### config.mk
export PLATFORM = sky130hd
export DESIGN_NAME = frame_bitslip_aligner
export DESIGN_NICKNAME = d
export VERILOG_FILES = /design/src/rtl/bitslip_align_pkg.sv /design/src/rtl/word_slicer.sv /design/src/rtl/align_fsm.sv /design/src/rtl/frame_bitslip_aligner.sv
export SDC_FILE = /design/constraint.sdc
export NUM_CORES = 1
export LEC_CHECK = 0
export BUFFER_PORTS_ARGS = -buffer_cell sky130_fd_sc_hd__clkbuf_2
export CAP_MARGIN = 20
export CELL_PAD_IN_SITES_DETAIL_PLACEMENT = 0
export CELL_PAD_IN_SITES_GLOBAL_PLACEMENT = 1
export CORE_ASPECT_RATIO = 1.75
export CORE_MARGIN = 2
export CORE_UTILIZATION = 35
export CTS_CLUSTER_SIZE = 14
export DETAILED_ROUTE_END_ITERATION = 6
export HOLD_SLACK_MARGIN = 0.05
export PLACE_DENSITY_LB_ADDON = 0.1
export SLEW_MARGIN = 20
export SYNTH_ARGS = -nofsm -noshare
export SYNTH_HDL_FRONTEND = slang
export SYNTH_SLANG_ARGS = --single-unit
### constraint.sdc
create_clock -name clk_i -period 5.6 [get_ports clk_i]
set_input_delay 1.68 -clock clk_i [delete_from_list [all_inputs] [get_ports clk_i]]
set_output_delay 1.68 -clock clk_i [all_outputs]
set_load 0.1 [all_outputs]
### src/rtl/bitslip_align_pkg.sv
package bitslip_align_pkg;
  typedef enum logic [2:0] {
    ST_IDLE,
    ST_CHECK,
    ST_SLIP,
    ST_WAIT,
    ST_ALIGNED
  } align_state_e;
endpackage

### src/rtl/word_slicer.sv
module word_slicer #(
  parameter int W     = 8,
  parameter int OFS_W = $clog2(W)
) (
  input  logic             clk_i,
  input  logic             rst_ni,
  input  logic [W-1:0]     word_i,
  input  logic [OFS_W-1:0] ofs_i,
  output logic [W-1:0]     win_o
);
  // top bit of the previous word is never selected, so it is not stored
  logic [W-2:0]   prev_q;
  logic [2*W-2:0] pair;

  always_ff @(posedge clk_i or negedge rst_ni)
    if (!rst_ni) prev_q <= '0;
    else         prev_q <= word_i[W-2:0];

  assign pair = {prev_q, word_i};

  always_comb begin
    for (int i = 0; i < W; i++) begin
      int idx;
      idx      = i + int'(ofs_i);
      win_o[i] = pair[idx];
    end
  end
endmodule

### src/rtl/align_fsm.sv
module align_fsm
  import bitslip_align_pkg::*;
#(
  parameter int W             = 8,
  parameter int SETTLE_CYCLES = 4,
  parameter int MAX_SLIPS     = 8,
  parameter int LOSS_LIMIT    = 4,
  parameter int OFS_W         = $clog2(W)
) (
  input  logic             clk_i,
  input  logic             rst_ni,
  input  logic             locked_i,
  input  logic             match_i,
  output logic [OFS_W-1:0] ofs_o,
  output logic             aligned_o,
  output logic             error_o
);
  localparam int WAIT_W = $clog2(SETTLE_CYCLES + 1);
  localparam int SLIP_W = $clog2(MAX_SLIPS + 1);
  localparam int MISS_W = $clog2(LOSS_LIMIT + 1);
  localparam logic [OFS_W-1:0]  OFS_MAX   = OFS_W'(W - 1);
  localparam logic [WAIT_W-1:0] WAIT_LOAD = WAIT_W'(SETTLE_CYCLES - 1);
  localparam logic [SLIP_W-1:0] SLIP_LAST = SLIP_W'(MAX_SLIPS - 1);
  localparam logic [MISS_W-1:0] MISS_LAST = MISS_W'(LOSS_LIMIT - 1);

  align_state_e      state_q;
  logic [OFS_W-1:0]  ofs_q;
  logic [WAIT_W-1:0] wait_q;
  logic [SLIP_W-1:0] slip_q;
  logic [MISS_W-1:0] miss_q;
  logic              aligned_q, error_q;

  always_ff @(posedge clk_i or negedge rst_ni) begin
    if (!rst_ni) begin
      state_q <= ST_IDLE; ofs_q <= '0; wait_q <= '0; slip_q <= '0;
      miss_q <= '0; aligned_q <= 1'b0; error_q <= 1'b0;
    end else if (!locked_i) begin
      state_q <= ST_IDLE; ofs_q <= '0; wait_q <= '0; slip_q <= '0;
      miss_q <= '0; aligned_q <= 1'b0; error_q <= 1'b0;
    end else begin
      case (state_q)
        ST_IDLE: state_q <= ST_CHECK;
        ST_CHECK:
          if (match_i) begin
            state_q   <= ST_ALIGNED;
            aligned_q <= 1'b1;
            slip_q    <= '0;
            miss_q    <= '0;
          end else begin
            state_q <= ST_SLIP;
          end
        ST_SLIP: begin
          ofs_q   <= (ofs_q == OFS_MAX) ? '0 : ofs_q + 1'b1;
          wait_q  <= WAIT_LOAD;
          state_q <= ST_WAIT;
          if (slip_q == SLIP_LAST) begin
            error_q <= 1'b1;
            slip_q  <= '0;
          end else begin
            slip_q <= slip_q + 1'b1;
          end
        end
        ST_WAIT:
          if (wait_q == '0) state_q <= ST_CHECK;
          else              wait_q  <= wait_q - 1'b1;
        ST_ALIGNED:
          if (match_i) begin
            miss_q <= '0;
          end else if (miss_q == MISS_LAST) begin
            miss_q    <= '0;
            aligned_q <= 1'b0;
            state_q   <= ST_CHECK;
          end else begin
            miss_q <= miss_q + 1'b1;
          end
        default: state_q <= ST_IDLE;
      endcase
    end
  end

  assign ofs_o     = ofs_q;
  assign aligned_o = aligned_q;
  assign error_o   = error_q;
endmodule

### src/rtl/frame_bitslip_aligner.sv
module frame_bitslip_aligner #(
  parameter int           LANES         = 4,
  parameter int           W             = 8,
  parameter logic [W-1:0] PATTERN       = 8'b1111_0000,
  parameter int           SETTLE_CYCLES = 4,
  parameter int           MAX_SLIPS     = 8,
  parameter int           LOSS_LIMIT    = 4
) (
  input  logic               clk_i,
  input  logic               rst_ni,
  input  logic               capture_locked_i,
  input  logic [W-1:0]       ref_word_i,
  input  logic [LANES*W-1:0] data_i,
  output logic [LANES*W-1:0] data_o,
  output logic               aligned_o,
  output logic               error_o
);
  localparam int OFS_W = $clog2(W);

  logic [OFS_W-1:0] slip_ofs;
  logic [W-1:0]     ref_win;
  logic             ref_match;

  word_slicer #(.W(W), .OFS_W(OFS_W)) u_ref_slicer (
    .clk_i, .rst_ni, .word_i(ref_word_i), .ofs_i(slip_ofs), .win_o(ref_win)
  );

  assign ref_match = (ref_win == PATTERN);

  align_fsm #(
    .W(W), .SETTLE_CYCLES(SETTLE_CYCLES), .MAX_SLIPS(MAX_SLIPS),
    .LOSS_LIMIT(LOSS_LIMIT), .OFS_W(OFS_W)
  ) u_fsm (
    .clk_i, .rst_ni, .locked_i(capture_locked_i), .match_i(ref_match),
    .ofs_o(slip_ofs), .aligned_o, .error_o
  );

  for (genvar j = 0; j < LANES; j++) begin : g_lane
    logic [W-1:0] win;
    logic [W-1:0] out_q;

    word_slicer #(.W(W), .OFS_W(OFS_W)) u_slicer (
      .clk_i, .rst_ni, .word_i(data_i[j*W +: W]), .ofs_i(slip_ofs), .win_o(win)
    );

    always_ff @(posedge clk_i or negedge rst_ni)
      if (!rst_ni) out_q <= '0;
      else         out_q <= win;

    assign data_o[j*W +: W] = out_q;
  end
endmodule

==> qor.txt, run 1 <==
async set-reset flop share out of synthesis: 100%
Synth Flop Type: dfrtp_1
vias: 4105
DRC: 0
DP HPWL: 11400 µm
Max VDD drop: 134 µV
cts hold-fix bufs: 0
Seq pwr share: 35.3%
Via density: 6.10
clk buf depth: 2
synth top area cells: dfrtp_1, mux4_2, nand2_1
sw power: 0.751 mW
CP Launch Point: u_fsm.ofs_o[0]$_DFFE_PN0P_
Congestion Overflow GR: 0
final wirelength: 15800 µm
crit-path cells: inv_1 -> ha_2 -> mux4_2 -> nand3b_1 -> o21ai_0 -> or4_1 -> nor4_4 -> a21oi_1 -> mux2_2
hold_ws: 0.506 ns
first-pass GRT wire length: 25200 µm
Max FO, Critical Path: 32
post-synth top area cell: dfrtp_1
Synth Cell Area: 5580 µm²
vias in the first global route: 4293
Gate Count Post-Synth: 414
switch share: 37.7%
synth unique cells: 59
Synth top area share: 38.1%
IO Count: 77
f_max: 232 MHz
DR WL/cell: 23.4 µm
Setup crit end kind: register
layout cells sized above 1: 40.5%
clk sink count: 85
WP data required: 5.84 ns
Worst-path clk slew: 0.07 ns
initial antenna violation count: 0
FF+latch count, synth: 85
PortBufs: 76
Tmin final: 4.32 ns
# Post-CTS Setup Buffers: 0
Clock Latency Late Sink: 0.35 ns
Post-synth EDFFs: 0
slew margin rel.: 35.6%
WS Path Type: reg2reg
cts bufs inserted: 9
most frequent cells in the layout: dfrtp_1, mux4_2, clkbuf_2
Area growth syn-to-layout: 15.3%
RSZ-0062 raised after global routing: no
Total Power: 1.99 mW
commonest non-fill, non-tap cell in the layout: dfrtp_1
largest net degree at the start of global routing: 50
outcome: finished clean
HP Start: u_fsm.state_q[2]$_DFFE_PN0P_
Int Power: 1.24 mW
Clock Skews: 0.00988 ns
Hold Fails Final Rpt: 0
post-route ant nets: 0
Worst-Margin Slew: 0.962 ns
Worst Hold Class: reg2reg
Clock power frac: 32.1%
Slowest-stage cell, CP: dfrtp_4
Yosys warnings: 0
Mapped Nets: 470
ant diodes: 0
combinational share of power: 32.6%
TNS Setup: 0 ns
die footprint: 17000 µm²
Arr. time, crit path: 4.56 ns
Worst Setup Start Kind: register
r2r startpoint: u_fsm.ofs_o[0]$_DFFE_PN0P_
Leak: 2.56 nW
die height: 171 µm
total of max-cap violations: 0
Rows: 61
Pre-antenna DRT Iters: 5
Nets: 535
core area: 15700 µm²
die width: 99.4 µm
Final Wtd Congestion: 0.854
final setup fails: 0
syn avg cell area: 13.5 µm²
CTS root buf: clkbuf_16
drt initial violations: 171
slowest stage delay, CP: 0.75 ns
# H-tree levels: 3
crit share post-route: 77.1%
Slew Viols, Final: 0
GRT Overall Usage: 19.7%
register area share after synthesis: 38.1%
CTS tree: done
post-CTS sizing: 0
Initial Util: 35.5%
pwr dens: 310 nW/µm²
==> synthesized netlist by cell type (2+ instances only) <==
cell type and instances:
o21a_1 4, mux4_2 81, a21boi_1 3, a21boi_0 3, clkbuf_1 9, dfrtp_1 85, ha_1 13, nor3b_1 8
buf_4 2, o21ai_0 18, buf_6 2, mux2_2 4, mux2i_1 18, nand3b_1 4, buf_2 11, nor2b_1 5
inv_1 6, o211a_1 3, a221oi_1 3, or3b_2 2, nor2_1 11, nand2_1 55, nor3_1 3, nand2b_1 6
a21oi_1 11, a2111oi_0 2, buf_1 5, nand4_1 2, nand3_1 2, mux4_1 2, and3_1 3
==> final timing paths <==
check	end	slack [ns]	cells after the start
max in group asynchronous	g_lane[0].u_slicer.prev_q[3]$_DFF_PN0_	3.30	2
worst min register to register	u_fsm.state_q[1]$_DFFE_PN0P_	0.51	1
worst max register to register	u_fsm.miss_q[0]$_DFFE_PN0P_	1.28	9
worst min-delay path	u_fsm.state_q[1]$_DFFE_PN0P_	0.51	1
worst max-delay path	u_fsm.miss_q[0]$_DFFE_PN0P_	1.28	9
min in group asynchronous	g_lane[2].u_slicer.prev_q[0]$_DFF_PN0_	1.32	1
==> logic make-up after synthesis <==
kind of cell,after synthesis,synth area share [%]
simple gates,113,10.5
buf+inv,36,3.07
fa+ha+maj,13,2.92
mux,105,37.7
compound gates,60,7.36
flops,85,38.1
xor+xnor,2,0.314
==> area by class of cell <==
cell class              count  area (µm²)
flip-flops and latches     85        2130
well taps                 189         236
multi-input cells         293        3280
fillers                  1485        9290
inverters                   7        26.3
clock buffers              11         253
clock inverters             5        65.1
repair buffers             83         435
==> critical path, delay by kind of cell, from the launching register on <==
family | cells | cell delay [ns]
and+or+nand+nor | 3 | 1.35
muxes | 2 | 0.87
adders and majority gates | 1 | 0.67
buffers and inverters | 1 | 0.30
DFF | 1 | 0.75
AOI/OAI and AO/OA | 2 | 0.26
==> power by group through the flow <==
stage / clock network, mW / registers [mW] / logic [mW]
2_1_floorplan: 0 / 0.965 / 0.258
3_3_place_gp: 0 / 0.715 / 0.651
3_5_place_dp: 0 / 0.717 / 0.655
4_1_cts: 0.659 / 0.704 / 0.656
5_1_grt: 0.683 / 0.711 / 0.687
6_report: 0.641 / 0.703 / 0.651
==> registers in the layout, indices dropped and copies added, names as in the netlist <==
signal / count
g_lane.out_q: 32
g_lane.u_slicer.prev_q: 28
u_fsm.aligned_o: 1
u_fsm.error_o: 1
u_fsm.miss_q: 3
u_fsm.ofs_o: 3
u_fsm.slip_q: 4
u_fsm.state_q: 3
u_fsm.wait_q: 3
u_ref_slicer.prev_q: 7
==> through the flow <==
stage          utilization (%)  setup slack (ns)  instances  area, µm²
2_1_floorplan                -              1.66        414       5580
3_3_place_gp              38.9              1.25        657       6110
3_5_place_dp              38.9              1.23        657       6110
4_1_cts                   40.9              1.23        673       6430
5_1_grt                   40.9             0.899        673       6430
6_report                  40.9              1.28        673       6430
==> per-layer routing <==
layer  track usage [%]  up-vias  wire (µm)
li1                  -     1767          -
met1              22.9     2158       5900
met2              35.7      143       8820
met3              3.43       37        576
met4              7.98        0        480
met5                 0        -          0
Note: power is estimated with default switching activity, not from simulation.
==> run 2: changes to the inputs <==
==> constraint.sdc (replaced) <==
create_clock -name clk_i -period 3.6 [get_ports clk_i]
set_input_delay 1.08 -clock clk_i [delete_from_list [all_inputs] [get_ports clk_i]]
set_output_delay 1.08 -clock clk_i [all_outputs]
set_load 0.1 [all_outputs]
==> run 2 against run 1 <==
Power increased by 56%. Sequential share of layout area decreased by 0.73 points. Hold slack improved by 0.012 ns. Die area unchanged. Cell area increased by 2.3%. Final cell count increased by 2.8%. Sequential power increased by 54%. Clock skew decreased by 0.00059 ns. First-iteration DRC count increased by 24%.
==> qor.txt, run 2 (synthesis results as in run 1) <==
Arr. time, crit path: 3.61 ns
Nets: 554
initial antenna violation count: 0
multi-input logic area: 3280 µm²
cts bufs inserted: 9
grt peak-use layer: met2
Hold Fails Final Rpt: 0
WP data required: 3.83 ns
switch share: 38.4%
Initial Util: 35.5%
Int Power: 1.91 mW
cts hold-fix bufs: 0
Total Power: 3.11 mW
crit-path cells: inv_1 -> ha_2 -> buf_4 -> and2b_1 -> a22oi_1 -> a221oi_2 -> or4b_4 -> nor4_4 -> buf_4 -> nor2_2 -> mux2_2
Setup crit end kind: register
core area: 15700 µm²
die width: 99.4 µm
fillers: 1492
DR WL/cell: 22.8 µm
largest net degree at the start of global routing: 79
Clock Latency Late Sink: 0.34 ns
Top Registers: g_lane.out_q: 32 flops, g_lane.u_slicer.prev_q: 28 flops, u_ref_slicer.prev_q: 7 flops
total of max-cap violations: 0
Final Wtd Congestion: 0.810
DRC: 0
dpl cell area: 6270 µm²
max reg flops: 32
cell mode on critical path: buf_4
DP HPWL: 11600 µm
Slowest-stage cell, CP: ha_2
layout cells sized above 1: 42.9%
Final Instance Area: 6570 µm²
Worst-Margin Slew: 0.728 ns
fin cells: 692
Slew Viols, Final: 0
Max VDD drop: 190 µV
ant diodes: 0
sw power: 1.19 mW
met3 usage: 3.06%
Congestion Overflow GR: 0
# H-tree levels: 3
WS Path Type: reg2reg
clk sink count: 85
met2 Track Usage GR: 35.3%
post-route ant nets: 0
TNS Setup: 0 ns
Tmin final: 3.39 ns
most frequent cells in the layout: dfrtp_1, mux4_2, clkbuf_2
most flop-heavy register: g_lane.out_q
commonest non-fill, non-tap cell in the layout: dfrtp_1
FF/Latch Area: 2130 µm²
Worst-path clk slew: 0.06 ns
f_max: 295 MHz
CTS root buf: clkbuf_16
PortBufs: 76
outcome: finished clean
hold_ws: 0.519 ns
vias in the first global route: 4320
slowest stage delay, CP: 0.49 ns
final setup fails: 0
r2r startpoint: u_fsm.ofs_o[0]$_DFFE_PN0P_
Rows: 61
clk buf depth: 2
Cells after DPL: 676
IO Count: 77
Max FO, Critical Path: 12
Pre-antenna DRT Iters: 5
Clock Skews: 0.00930 ns
slew margin rel.: 50.2%
Via density: 5.91
HP Start: u_fsm.state_q[2]$_DFFE_PN0P_
Seq pwr share: 34.9%
met1 GRT Util: 22.1%
pwr dens: 472 nW/µm²
first-pass GRT wire length: 24800 µm
Clock power frac: 31.6%
RSZ-0062 raised after global routing: no
# Post-CTS Setup Buffers: 0
vias: 4093
CTS tree: done
crit share post-route: 94.1%
die footprint: 17000 µm²
Worst Setup Start Kind: register
die height: 171 µm
final wirelength: 15800 µm
GRT Overall Usage: 19.3%
drt initial violations: 212
combinational share of power: 33.6%
Worst Hold Class: reg2reg
Leak: 2.65 nW
CP Launch Point: u_fsm.ofs_o[0]$_DFFE_PN0P_
Area growth syn-to-layout: 17.9%
post-CTS sizing: 0
run 2: critical path, delay by kind of cell (launching register included):
kind | cells | cell delay, ns
and+or+nand+nor | 4 | 1.12
muxes | 1 | 0.25
adders and majority gates | 1 | 0.49
AOI/OAI and AO/OA | 2 | 0.40
buffers and inverters | 3 | 0.57
DFF | 1 | 0.43
run 2: area by class of cell:
type	count	area share, %
multi-input cells	293	49.9
flip-flops and latches	85	32.4
repair buffers	102	8.98
well taps	189	3.60
clock buffers	9	3.43
clock inverters	7	1.24
inverters	7	0.419
run 2: metrics by stage:
| stage | setup slack, ns | util, % |
|---|---|---|
| finish | 0.214 | 41.8 |
| global route | 0.0295 | 41.8 |
| CTS | 0.181 | 41.8 |
| detailed placement | 0.128 | 39.9 |
| global placement | 0.159 | 39.9 |
| floorplan | 0.0185 | - |
run 2: metal layers:
metal / up-vias / routed length (µm)
met2: 131 / 8830
li1: 1798 / -
met4: 0 / 516
met3: 29 / 567
met1: 2135 / 5840
met5: - / 0
run 2: power by group through the flow:
stage / clock (mW) / combinational [mW] / sequential, mW
floorplan: 0 / 0.402 / 1.50
global placement: 0 / 1.04 / 1.10
detailed placement: 0 / 1.05 / 1.10
CTS: 1.01 / 1.05 / 1.08
global route: 1.04 / 1.10 / 1.09
finish: 0.980 / 1.04 / 1.08
run 2: worst paths after layout:
kind                                               endpoint  slack [ns]  cells after the start
max reg2reg                     u_fsm.miss_q[0]$_DFFE_PN0P_        0.21                     11
min                            u_fsm.state_q[1]$_DFFE_PN0P_        0.52                      1
max in group asynchronous  u_ref_slicer.prev_q[4]$_DFF_PN0_        2.11                      2
min in group asynchronous      g_lane[2].out_q[6]$_DFF_PN0_        0.77                      1
max                             u_fsm.miss_q[0]$_DFFE_PN0P_        0.21                     11
min reg2reg                    u_fsm.state_q[1]$_DFFE_PN0P_        0.52                      1
